[src/rtl/tbx_pkg.sv]
package tbx_pkg;

    typedef enum logic [0:0] {LAY_RASTER = 1'b0, LAY_HIER = 1'b1} layout_e;
    typedef enum logic [0:0] {DIR_LOAD = 1'b0, DIR_STORE = 1'b1} dir_e;

    typedef struct packed {
        logic [3:0] bpp;
        layout_e    lay;
        dir_e       dir;
    } mode_t;

    localparam int UTILE_BYTES = 64;
    localparam int UTILE_LOG2  = 6;

    function automatic logic bpp_legal(input logic [3:0] b);
        return (b == 4'd1) || (b == 4'd2) || (b == 4'd4) || (b == 4'd8);
    endfunction

    // log2 of microtile width in pixels
    function automatic logic [1:0] ut_wlog(input logic [3:0] b);
        case (b)
            4'd4:    return 2'd2;
            4'd8:    return 2'd1;
            default: return 2'd3;
        endcase
    endfunction

    // log2 of microtile height in pixel rows
    function automatic logic [1:0] ut_hlog(input logic [3:0] b);
        return (b == 4'd1) ? 2'd3 : 2'd2;
    endfunction

    function automatic logic [3:0] ut_w(input logic [3:0] b);
        return 4'd1 << ut_wlog(b);
    endfunction

    function automatic logic [3:0] ut_h(input logic [3:0] b);
        return 4'd1 << ut_hlog(b);
    endfunction

    // log2 of bytes in one microtile row (64 / height)
    function automatic logic [2:0] row_log(input logic [3:0] b);
        return 3'(UTILE_LOG2) - {1'b0, ut_hlog(b)};
    endfunction

endpackage

[src/rtl/tbx_cfg_check.sv]
module tbx_cfg_check
    import tbx_pkg::*;
#(
    parameter int CW = 16
) (
    input  logic [3:0]    bpp,
    input  logic [CW-1:0] box_x,
    input  logic [CW-1:0] box_y,
    input  logic [CW-1:0] box_w,
    input  logic [CW-1:0] box_h,
    output logic          cfg_ok,
    output logic          cfg_empty,
    output logic [CW-1:0] xs_u,
    output logic [CW-1:0] ys_u,
    output logic [CW-1:0] nx_u,
    output logic [CW-1:0] ny_u
);

    logic [CW-1:0] wmask, hmask;
    logic          aligned;

    always_comb begin
        wmask   = CW'(ut_w(bpp)) - CW'(1);
        hmask   = CW'(ut_h(bpp)) - CW'(1);
        aligned = ((box_x & wmask) == '0) && ((box_w & wmask) == '0) &&
                  ((box_y & hmask) == '0) && ((box_h & hmask) == '0);
        cfg_ok    = bpp_legal(bpp) && aligned;
        xs_u      = box_x >> ut_wlog(bpp);
        ys_u      = box_y >> ut_hlog(bpp);
        nx_u      = box_w >> ut_wlog(bpp);
        ny_u      = box_h >> ut_hlog(bpp);
        cfg_empty = (nx_u == '0) || (ny_u == '0);
    end

endmodule

[src/rtl/tbx_t_addr.sv]
module tbx_t_addr #(
    parameter int CW = 16,
    parameter int SW = 20,
    parameter int AW = 32
) (
    input  logic [CW-1:0] ux_abs,
    input  logic [CW-1:0] uy_abs,
    input  logic [SW-1:0] tiled_stride,
    input  logic [2:0]    row_lg,
    output logic [AW-1:0] offset
);

    localparam int TILE_LG  = 12;
    localparam int STILE_LG = 10;
    localparam int UT_LG    = 6;
    localparam int UPT_LG   = 3;   // microtiles per tile side, log2

    logic [SW-1:0] ut_stride, tile_stride;
    logic [CW-1:0] tile_x, tile_y, tx_eff;
    logic          odd_row;
    logic [1:0]    st_idx, st_slot;

    always_comb begin
        ut_stride   = tiled_stride >> row_lg;
        tile_stride = ut_stride >> UPT_LG;
        tile_x      = ux_abs >> UPT_LG;
        tile_y      = uy_abs >> UPT_LG;
        odd_row     = tile_y[0];
        tx_eff      = odd_row ? (CW'(tile_stride) - tile_x - CW'(1)) : tile_x;
        st_idx      = {uy_abs[2], ux_abs[2]};
        if (odd_row) begin
            case (st_idx)
                2'd0:    st_slot = 2'd2;
                2'd1:    st_slot = 2'd1;
                2'd2:    st_slot = 2'd3;
                default: st_slot = 2'd0;
            endcase
        end else begin
            case (st_idx)
                2'd0:    st_slot = 2'd0;
                2'd1:    st_slot = 2'd3;
                2'd2:    st_slot = 2'd1;
                default: st_slot = 2'd2;
            endcase
        end
        offset = ((AW'(tile_y) * AW'(tile_stride) + AW'(tx_eff)) << TILE_LG)
               + (AW'(st_slot) << STILE_LG)
               + (AW'({uy_abs[1:0], ux_abs[1:0]}) << UT_LG);
    end

endmodule

[src/rtl/tbx_walker.sv]
module tbx_walker #(
    parameter int CW = 16
) (
    input  logic          clk,
    input  logic          rst,
    input  logic          start,
    input  logic          cfg_ok,
    input  logic          cfg_empty,
    input  logic [CW-1:0] nx,
    input  logic [CW-1:0] ny,
    input  logic [3:0]    rows,
    input  logic          cmd_ready,
    output logic          busy,
    output logic          launch,
    output logic [CW-1:0] ux,
    output logic [CW-1:0] uy,
    output logic [3:0]    r,
    output logic          done,
    output logic          err
);

    logic last_r, last_x, last_y;

    assign last_r = (r == rows - 4'd1);
    assign last_x = (ux == nx - CW'(1));
    assign last_y = (uy == ny - CW'(1));
    assign launch = start && !busy && cfg_ok && !cfg_empty;

    always_ff @(posedge clk) begin
        if (rst) begin
            busy <= 1'b0;
            ux   <= '0;
            uy   <= '0;
            r    <= '0;
            done <= 1'b0;
            err  <= 1'b0;
        end else begin
            done <= 1'b0;
            err  <= 1'b0;
            if (!busy) begin
                if (start) begin
                    if (!cfg_ok) begin
                        err <= 1'b1;
                    end else if (cfg_empty) begin
                        done <= 1'b1;
                    end else begin
                        busy <= 1'b1;
                        ux   <= '0;
                        uy   <= '0;
                        r    <= '0;
                    end
                end
            end else if (cmd_ready) begin
                if (!last_r) begin
                    r <= r + 4'd1;
                end else begin
                    r <= '0;
                    if (!last_x) begin
                        ux <= ux + CW'(1);
                    end else begin
                        ux <= '0;
                        if (!last_y) begin
                            uy <= uy + CW'(1);
                        end else begin
                            busy <= 1'b0;
                            done <= 1'b1;
                        end
                    end
                end
            end
        end
    end


    err_quiet_chk: assert property (@(posedge clk) disable iff (rst)
        err |-> (!busy && !done));


    done_idle_chk: assert property (@(posedge clk) disable iff (rst)
        done |-> !busy);


    row_step_chk: assert property (@(posedge clk) disable iff (rst)
        (busy && cmd_ready && !last_r) |=> (busy && r == $past(r) + 4'd1 && $stable(ux) && $stable(uy)));


    in_box_chk: assert property (@(posedge clk) disable iff (rst)
        busy |-> (ux < nx && uy < ny && r < rows));


    busy_start_chk: assert property (@(posedge clk) disable iff (rst)
        (busy && start && !cmd_ready) |=> (busy && !err && $stable(ux) && $stable(uy) && $stable(r)));

endmodule

[src/rtl/tile_box_seq.sv]
module tile_box_seq
    import tbx_pkg::*;
#(
    parameter int CW = 16,
    parameter int SW = 20,
    parameter int AW = 32
) (
    input  logic          clk,
    input  logic          rst,
    input  logic          start,
    input  logic          store,
    input  logic          layout_t,
    input  logic [3:0]    bpp,
    input  logic [CW-1:0] box_x,
    input  logic [CW-1:0] box_y,
    input  logic [CW-1:0] box_w,
    input  logic [CW-1:0] box_h,
    input  logic [SW-1:0] tiled_stride,
    input  logic [SW-1:0] linear_stride,
    input  logic          cmd_ready,
    output logic          cmd_valid,
    output logic          cmd_store,
    output logic [AW-1:0] cmd_tiled_addr,
    output logic [AW-1:0] cmd_linear_addr,
    output logic [4:0]    cmd_len,
    output logic          done,
    output logic          err,
    input  logic [CW-1:0] lvl_w,
    input  logic [CW-1:0] lvl_h,
    output logic          lvl_is_lt
);

    localparam int LVL_W = CW + 8;

    logic          cfg_ok, cfg_empty, launch, busy;
    logic [CW-1:0] xs_l, ys_l, nx_l, ny_l;      // live
    logic [CW-1:0] xs_q, ys_q, nx_q, ny_q;      // latched
    logic [SW-1:0] tstr_q, lstr_q;
    mode_t         mode_q;
    logic [CW-1:0] ux, uy;
    logic [3:0]    r, rows;
    logic [2:0]    rlg;
    logic [AW-1:0] t_off, lt_base, tiled_base;

    tbx_cfg_check #(.CW(CW)) u_chk (
        .bpp(bpp), .box_x(box_x), .box_y(box_y), .box_w(box_w), .box_h(box_h),
        .cfg_ok(cfg_ok), .cfg_empty(cfg_empty),
        .xs_u(xs_l), .ys_u(ys_l), .nx_u(nx_l), .ny_u(ny_l)
    );

    always_ff @(posedge clk) begin
        if (rst) begin
            mode_q <= '{bpp: 4'd4, lay: LAY_RASTER, dir: DIR_LOAD};
            xs_q   <= '0;
            ys_q   <= '0;
            nx_q   <= '0;
            ny_q   <= '0;
            tstr_q <= '0;
            lstr_q <= '0;
        end else if (launch) begin
            mode_q <= '{bpp: bpp, lay: layout_e'(layout_t), dir: dir_e'(store)};
            xs_q   <= xs_l;
            ys_q   <= ys_l;
            nx_q   <= nx_l;
            ny_q   <= ny_l;
            tstr_q <= tiled_stride;
            lstr_q <= linear_stride;
        end
    end

    assign rows = ut_h(mode_q.bpp);
    assign rlg  = row_log(mode_q.bpp);

    tbx_walker #(.CW(CW)) u_walk (
        .clk(clk), .rst(rst), .start(start), .cfg_ok(cfg_ok), .cfg_empty(cfg_empty),
        .nx(nx_q), .ny(ny_q), .rows(rows), .cmd_ready(cmd_ready),
        .busy(busy), .launch(launch), .ux(ux), .uy(uy), .r(r),
        .done(done), .err(err)
    );

    tbx_t_addr #(.CW(CW), .SW(SW), .AW(AW)) u_taddr (
        .ux_abs(xs_q + ux), .uy_abs(ys_q + uy),
        .tiled_stride(tstr_q), .row_lg(rlg), .offset(t_off)
    );

    always_comb begin
        lt_base    = (AW'(ys_q) + AW'(uy)) * AW'(tstr_q) * AW'(rows)
                   + ((AW'(xs_q) + AW'(ux)) << UTILE_LOG2);
        tiled_base = (mode_q.lay == LAY_HIER) ? t_off : lt_base;
        cmd_tiled_addr  = tiled_base + (AW'(r) << rlg);
        cmd_linear_addr = (AW'(uy) * AW'(rows) + AW'(r)) * AW'(lstr_q)
                        + (AW'(ux) << rlg);
        cmd_len   = 5'd1 << rlg;
        cmd_valid = busy;
        cmd_store = (mode_q.dir == DIR_STORE);
    end

    assign lvl_is_lt = (LVL_W'(lvl_w) <= (LVL_W'(ut_w(bpp)) << 2)) ||
                       (LVL_W'(lvl_h) <= (LVL_W'(ut_h(bpp)) << 2));


    cmd_hold_chk: assert property (@(posedge clk) disable iff (rst)
        (cmd_valid && !cmd_ready) |=> (cmd_valid && $stable(cmd_tiled_addr) &&
                                       $stable(cmd_linear_addr) && $stable(cmd_len)));


    len_legal_chk: assert property (@(posedge clk) disable iff (rst)
        cmd_valid |-> (cmd_len == 5'd8 || cmd_len == 5'd16));


    dir_hold_chk: assert property (@(posedge clk) disable iff (rst)
        (cmd_valid && $past(cmd_valid)) |-> $stable(cmd_store));

endmodule

[config.mk]
export PLATFORM = sky130hd
export DESIGN_NAME = tile_box_seq
export DESIGN_NICKNAME = d
export VERILOG_FILES = /design/src/rtl/tbx_pkg.sv /design/src/rtl/tbx_cfg_check.sv /design/src/rtl/tbx_t_addr.sv /design/src/rtl/tbx_walker.sv /design/src/rtl/tile_box_seq.sv
export SDC_FILE = /design/constraint.sdc
export NUM_CORES = 2
export LEC_CHECK = 0
export BUFFER_PORTS_ARGS = -buffer_cell sky130_fd_sc_hd__buf_2
export CORE_MARGIN = 3
export CORE_UTILIZATION = 50
export DETAILED_ROUTE_END_ITERATION = 10
export PLACE_DENSITY = 0.67
export RECOVER_POWER = 25
export SLEW_MARGIN = 25
export SYNTH_ARGS = -nofsm -noshare
export SYNTH_HDL_FRONTEND = slang
export SYNTH_SLANG_ARGS = --single-unit
export TNS_END_PERCENT = 50
[constraint.sdc]
create_clock -name clk -period 17 [get_ports clk]
set_clock_uncertainty 0.1 [all_clocks]
set_input_delay 0.85 -clock clk [delete_from_list [all_inputs] [get_ports clk]]
set_output_delay 0.85 -clock clk [all_outputs]
set_load 0.01 [all_outputs]
# == Word-level counts from Yosys, hierarchy flattened ==
# Cells that the tools add are included.
# totals
reg_bits,149
# classes
n_mux,43
n_addsub,22
n_bitwise,5
n_reduce_logical,27
magnitude_cmp,2
n_eq_ne,15
n_shift,11
multipliers,5
# ops
cell,n
16-bit 2-to-1 mux,13
16-bit logical NOT,6
32-bit adder,2
16-bit AND,4
16-bit by 2-bit right shift with 16-bit output,4
16-bit by 1-bit subtractor with 16-bit output (second input constant),3
16-bit by 16-bit adder with 17-bit output,2
16-bit by 1-bit adder with 16-bit output (second input constant),2
16-bit adder,2
32-bit by 10-bit adder with 32-bit output,1
32-bit by 12-bit adder with 32-bit output,1
32-bit by 23-bit adder with 32-bit output,1
16-bit equality test,2
16-bit by 6-bit less-or-equal comparator with 1-bit output,2
17-bit by 20-bit multiplier with 32-bit output,1
21-bit by 20-bit multiplier with 32-bit output,1
32-bit by 4-bit multiplier with 32-bit output,1
32-bit 2-to-1 mux,1
16-bit by 3-bit left shift with 32-bit output,1
4-bit by 3-bit left shift with 32-bit output,1
4-bit 2-to-1 mux,6
20-bit by 4-bit adder with 21-bit output,1
20-bit by 16-bit adder with 20-bit output,1
13-bit by 17-bit multiplier with 20-bit output,1
other kinds (31),70

# == Depth between registers and ports, before layout ==
# logic_depth
ltp_word,13
ltp_mapped,48
mapped_depth_nobuf,45

# == By module ==
# Synthesis repeated with hierarchy kept, for this count alone.
# hier_totals
hier_cells,5165
hier_area_um2,43360.3
# modules_own_cells
mod,n_inst,area_each_um2,cells_per_inst
tile_box_seq,1,31939.4,3788
tbx_t_addr,1,7096.8,858
tbx_walker,1,2970.3,382
tbx_cfg_check,1,1353.8,137

# == Least setup slack after synthesis ==
# Ideal clock, no wire load.
# synth_timing
kind,register to output
from,register mode_q[3] (netlist bit)
to,output port cmd_linear_addr[31]
path_buffers,5
setup_slack_ns,5.630
arrival_time_ns,10.420
path_stages_with_launch,42
path_cell_list,dfxtp_1 > or4b_1 > clkbuf_1 > clkinv_1 > clkbuf_1 > buf_1 > clkbuf_1 > nand2_1 > o21ai_0 > ha_1 > ha_1 > inv_1 > fa_1 > and3b_1 > o21ai_0 > nand2b_1 > a211oi_1 > o21ai_1 > (+6 left out) > inv_1 > fa_1 > inv_1 > fa_1 > inv_1 > fa_1 > inv_1 > fa_1 > fa_1 > ha_1 > a21o_1 > a21o_1 > a21oi_1 > o21ai_0 > or4b_2 > a31o_2 > a21o_1 > xnor3_1
# synth_between
elab_chain_cells,7
word_cells_on_any_way,9
# synth_rtl
element,line_no,text
start: declaration,tile_box_seq.sv:39,mode_t mode_q;
start signal: assignment,tile_box_seq.sv:53,"mode_q <= '{bpp: 4'd4, lay: LAY_RASTER, dir: DIR_LOAD};"
start signal: assignment,tile_box_seq.sv:61,"mode_q <= '{bpp: bpp, lay: layout_e'(layout_t), dir: dir_e'(store)};"
4-bit by 1-bit equality test with 1-bit output *,tbx_pkg.sv:30,return (b == 4'd1) ? 2'd3 : 2'd2;
1-bit 2-to-1 mux *,tbx_pkg.sv:30,
1-bit by 2-bit left shift with 4-bit output,tbx_pkg.sv:38,return 4'd1 << ut_hlog(b);
16-bit by 4-bit multiplier with 20-bit output,tile_box_seq.sv:91,cmd_linear_addr = (AW'(uy) * AW'(rows) + AW'(r)) * AW'(lstr_q)
20-bit by 4-bit adder with 21-bit output,tile_box_seq.sv:91,
21-bit by 20-bit multiplier with 32-bit output,tile_box_seq.sv:91,
32-bit adder *,tile_box_seq.sv:92,+ (AW'(ux) << rlg);
end: declaration,tile_box_seq.sv:24,"output logic [AW-1:0] cmd_linear_addr,"
# Mark *: on every way between the ends. The rest lies on a longest branch, timed or not.

# == Worst setup path after layout ==
# layout_timing
from,register mode_q[2] (netlist bit)
to,output port cmd_linear_addr[31]
# Same word-level chain as after synthesis.

==> implementation parameters <==
Parameter                              Value

Yosys
  Number of unique standard cell types used by synthesis    91
  Synth Area per Inst    8.16 µm²
  Seq/Total Area, Yosys    6.92%
  Count of mapped cells out of synthesis    5136
  Post-synth EDFFs    0
  Synth Warn #    0
  Total of flip-flops plus latches after synthesis    145
  Compound-gate portion of the synthesized area    9.57%
  Simple-gate area share of the yosys netlist    18.8%
  Combinational family with the most area after synthesis    adder cells
  Cell area after technology mapping    0.0419 mm²
  Synthesized-area fraction occupied by xor and xnor cells    5.81%
  Mux share of post-synthesis cell area    2.10%
  Post-synthesis async set-or-reset flop share    0%
  Adder and majority cell fraction of the synthesized area    46.2%
  Most instantiated flip-flop cell in the synthesis netlist    dfxtp_1

Min path
  Worst Hold Launch    mode_q[3]$_SDFFE_PP0P_
  Type of the most critical hold path    reg -> reg

Setup path
  Crit-path leading delay family    adder cells
  Most used cell along the critical path    fa_1
  Count of buffering cells on the critical path with inverters included    6
  Worst-case register-to-register setup slack    11.17 ns
  CP Data Arrival Time    12.94 ns
  CP Launch Type    flip-flop
  Data required time of the critical path    16.05 ns
  Worst-path cell with the longest stage delay    clkbuf_1
  Worst setup EP type    output pin
  Critical Path Source    mode_q[2]$_SDFFE_PP0P_
  Worst reg2reg path startpoint    mode_q[2]$_SDFFE_PP0P_
  Slowest stage delay, CP    2.21 ns
  Highest net fanout along the worst path    70
  Kind of critical path    reg -> out

Routing
  Residual antenna-violating net count after detailed routing    0
  Routed wire length per instance    18.7 µm
  Overall routed net length    118 mm
  Top layer reached by signal wires    met5
  Sum of routed wire segments on met1    50.0 mm
  Mean number of vias per cell    5.48
  Number of design-rule violations left by the first detailed-router iteration    2453
  Final routed DRC violation total    0
  Pre-Repair DR Iteration Count    6
  Length of routed met2 wiring    57.1 mm
  Routed vias    34600
  Met3 wire len    7.20 mm

Floorplan
  Die Height    296 µm
  Die width    296 µm
  Total Die Area    0.0874 mm²
  Core Region    0.0826 mm²
  Number of placed I/O pins    220
  Number of cell rows    105
  Effective utilization at floorplan    50.7%

Flow run
  MaxCap Viol Count    3

Final layout
  Total number of nets in the final design    6479
  Synthesis-to-finish area growth    6.48%
  Design area    0.0447 mm²
  Layout cell share with drive strength beyond 1    7.15%
  # fillers    7769
  Count of placed standard cells in the final layout, fillers left out    6304

Placement
  Dpl hpwl    92.3 mm
  Placed instance area    0.0441 mm²
  Placed Cells incl. Taps    6269
  Pre-CTS WS    4.52 ns
  Count of buffers inserted at the top-level ports    214
  Final weighted congestion of routability-driven global placement    0.908

STA
  Max Freq    0.0720 GHz
  Count of final hold-check violations    0
  Setup repair after global routing missed its margin    no
  Final sum of negative setup slack    0 ns
  Period minus WS final    13.89 ns
  Count of pins over their slew limit    154
  Max transition margin    -110%
  Portion of the clock cycle consumed by the worst path in the final layout    81.7%
  Total setup violations reported at the end of the flow    0
  Least setup slack across all paths after layout    3.11 ns
  Actual slew at the worst max-slew pin    3.15 ns

GRT
  Total global-route track usage    27.8%
  Maximum number of pins on one net before global-route repair    88
  Initial antenna violation count    2
  Vias in the first global route    35100
  Wire length of the first global-routing pass    191 mm
  Leftover overflow at the end of global routing    0

Clocking
  Number of hold buffers added after CTS    0
  Post-CTS setup buffer count    0
  Number of gates given a new drive strength after cts    0
  CTS tree    yes
  Clock tree root driver cell    clkbuf_16
  Worst skew pair latency    0.51 ns
  Total number of H-tree levels    4
  Total CTS buffers    17
  Deepest clock path buffer count    2
  # clock sinks    145
  Clock input transition at the sequential cells of the worst setup and hold paths    0.07 ns

Power
  Cell leakage power    21.6 nW
  VDD IR-drop max    0.0000815 V
  Power per standard cell area    19.5 mW/mm²

Run status
  Run status    finished with violations
  Violated checks    capacitance limit, slew limit
## synthesized netlist by cell type, types with 7 or more instances
| cell | number | share of area (%) |
|---|---|---|
| nand2_1 | 974 | 8.7 |
| inv_1 | 904 | 8.1 |
| fa_1 | 720 | 34 |
| ha_1 | 395 | 12 |
| a21oi_1 | 290 | 3.5 |
| and2_1 | 248 | 3.7 |
| clkbuf_1 | 244 | 2.2 |
| xnor2_1 | 190 | 4.0 |
| nor2_1 | 182 | 1.6 |
| dfxtp_1 | 145 | 6.9 |
| o21ai_0 | 127 | 1.5 |
| xor2_1 | 70 | 1.5 |
| nand2b_1 | 50 | 0.75 |
| a21o_1 | 49 | 0.88 |
| nand3_1 | 47 | 0.56 |
| nor2b_1 | 40 | 0.60 |
| nor3_1 | 39 | 0.47 |
| mux2i_1 | 33 | 0.79 |
| o21bai_1 | 28 | 0.50 |
| o21a_1 | 27 | 0.48 |
| nor4_1 | 24 | 0.36 |
| mux4_2 | 21 | 1.1 |
| nand4_1 | 19 | 0.28 |
| or3_1 | 19 | 0.28 |
| and3_1 | 16 | 0.24 |
| a211oi_1 | 13 | 0.23 |
| o211ai_1 | 12 | 0.21 |
| a31oi_1 | 11 | 0.16 |
| nand3b_1 | 10 | 0.18 |
| o2111ai_1 | 10 | 0.21 |
| o31ai_1 | 9 | 0.16 |
| a21boi_0 | 8 | 0.14 |
| buf_4 | 8 | 0.14 |
| o21ai_1 | 8 | 0.095 |
| xnor3_1 | 7 | 0.38 |
## worst paths after layout
| kind | end | depth (start not counted) |
|---|---|---|
| worst max-delay path | cmd_linear_addr[31] | 35 |
| worst min-delay path | mode_q[3]$_SDFFE_PP0P_ | 2 |
| worst max register to register | u_walk.uy[9]$_SDFFE_PP0P_ | 10 |
| worst min register to register | mode_q[3]$_SDFFE_PP0P_ | 2 |
## cell type report
| class | instances | area [µm²] | share of cell area (%) |
|---|---|---|---|
| multi-input cells | 3871 | 34900 | 78.2 |
| inverters | 907 | 3400 | 7.62 |
| flip-flops and latches | 145 | 2910 | 6.51 |
| repair buffers | 276 | 1530 | 3.42 |
| well taps | 1070 | 1340 | 3.00 |
| clock buffers | 18 | 429 | 0.961 |
| clock inverters | 14 | 141 | 0.317 |
| diodes | 3 | 7.51 | 0.0168 |
## logic make-up (layout without fill, tap and decap cells)
kind of cell             count (synthesis)  count (layout)
adder cells (fa/ha/maj)               1115            1115
multiplexers                            61              61
AO/OA/AOI/OAI                          660             660
AND/OR/NAND/NOR                       1715            1715
buffers and inverters                 1171            1215
other                                    2              56
flip-flops                             145             145
XOR/XNOR                               267             267
## layout by cell type, fill, tap and decap left out, types with 11 or more instances in the layout
| master | count |
|---|---|
| nor3_1 | 39 |
| nand2b_1 | 50 |
| buf_2 | 206 |
| nor2_1 | 182 |
| o21ai_0 | 128 |
| conb_1 | 53 |
| nor2b_1 | 40 |
| nor4_1 | 25 |
| o211ai_1 | 12 |
| a211oi_1 | 13 |
| nand3_1 | 47 |
| dfxtp_1 | 143 |
| clkbuf_16 | 17 |
| o21bai_1 | 27 |
| mux2i_1 | 33 |
| buf_4 | 62 |
| nand4_1 | 19 |
| and2_1 | 247 |
| xnor2_2 | 12 |
| inv_1 | 904 |
| o21a_1 | 27 |
| or3_1 | 19 |
| a21oi_1 | 290 |
| fa_1 | 720 |
| ha_1 | 395 |
| mux4_2 | 21 |
| xnor2_1 | 178 |
| nand2_1 | 974 |
| a21o_1 | 49 |
| and3_1 | 16 |
| xor2_1 | 66 |
| a31oi_1 | 11 |
## routing by layer
metal | vias up | GRT usage (%)
li1 | 16100 | -
met1 | 17200 | 37.1
met2 | 1099 | 47.4
met3 | 208 | 3.58
met4 | 2 | 8.37
met5 | - | 0
## sequential cells by signal (all words and copies together) (netlist names)
signal / cells
cmd_store: 1
lstr_q: 20
mode_q: 5
nx_q: 16
ny_q: 14
tstr_q: 20
u_walk.busy: 1
u_walk.done: 1
u_walk.err: 1
u_walk.r: 4
u_walk.ux: 16
u_walk.uy: 16
xs_q: 16
ys_q: 14
## metrics by stage
stage               utilization, %  hold WS, ns  total power, mW
CTS                           54.1        0.357            0.880
finish                        54.0        0.352            0.872
global route                  54.0        0.377            0.904
detailed placement            53.4        0.348            0.484
global placement              53.4        0.337            0.483
floorplan                        -        0.327            0.429
## worst reg2reg max path: stages, from the launching register on
cell and delay (ns):
dfxtp_1 0.32, or4b_1 0.19, clkbuf_1 2.21, nor2_1 0.03, or4bb_1 0.67, nor4_1 0.89
o31ai_2 0.22, a21oi_4 0.33, nand4_4 0.23, or3_1 0.38, a21oi_1 0.17
## power breakdown
part / switching [mW] / total [mW] / internal (mW)
Combinational: 0.0825 / 0.138 / 0.0559
Clock: 0.200 / 0.394 / 0.194
Sequential: 0.000158 / 0.340 / 0.340
Total: 0.283 / 0.872 / 0.589
Note: power is estimated with default switching activity, not from simulation.
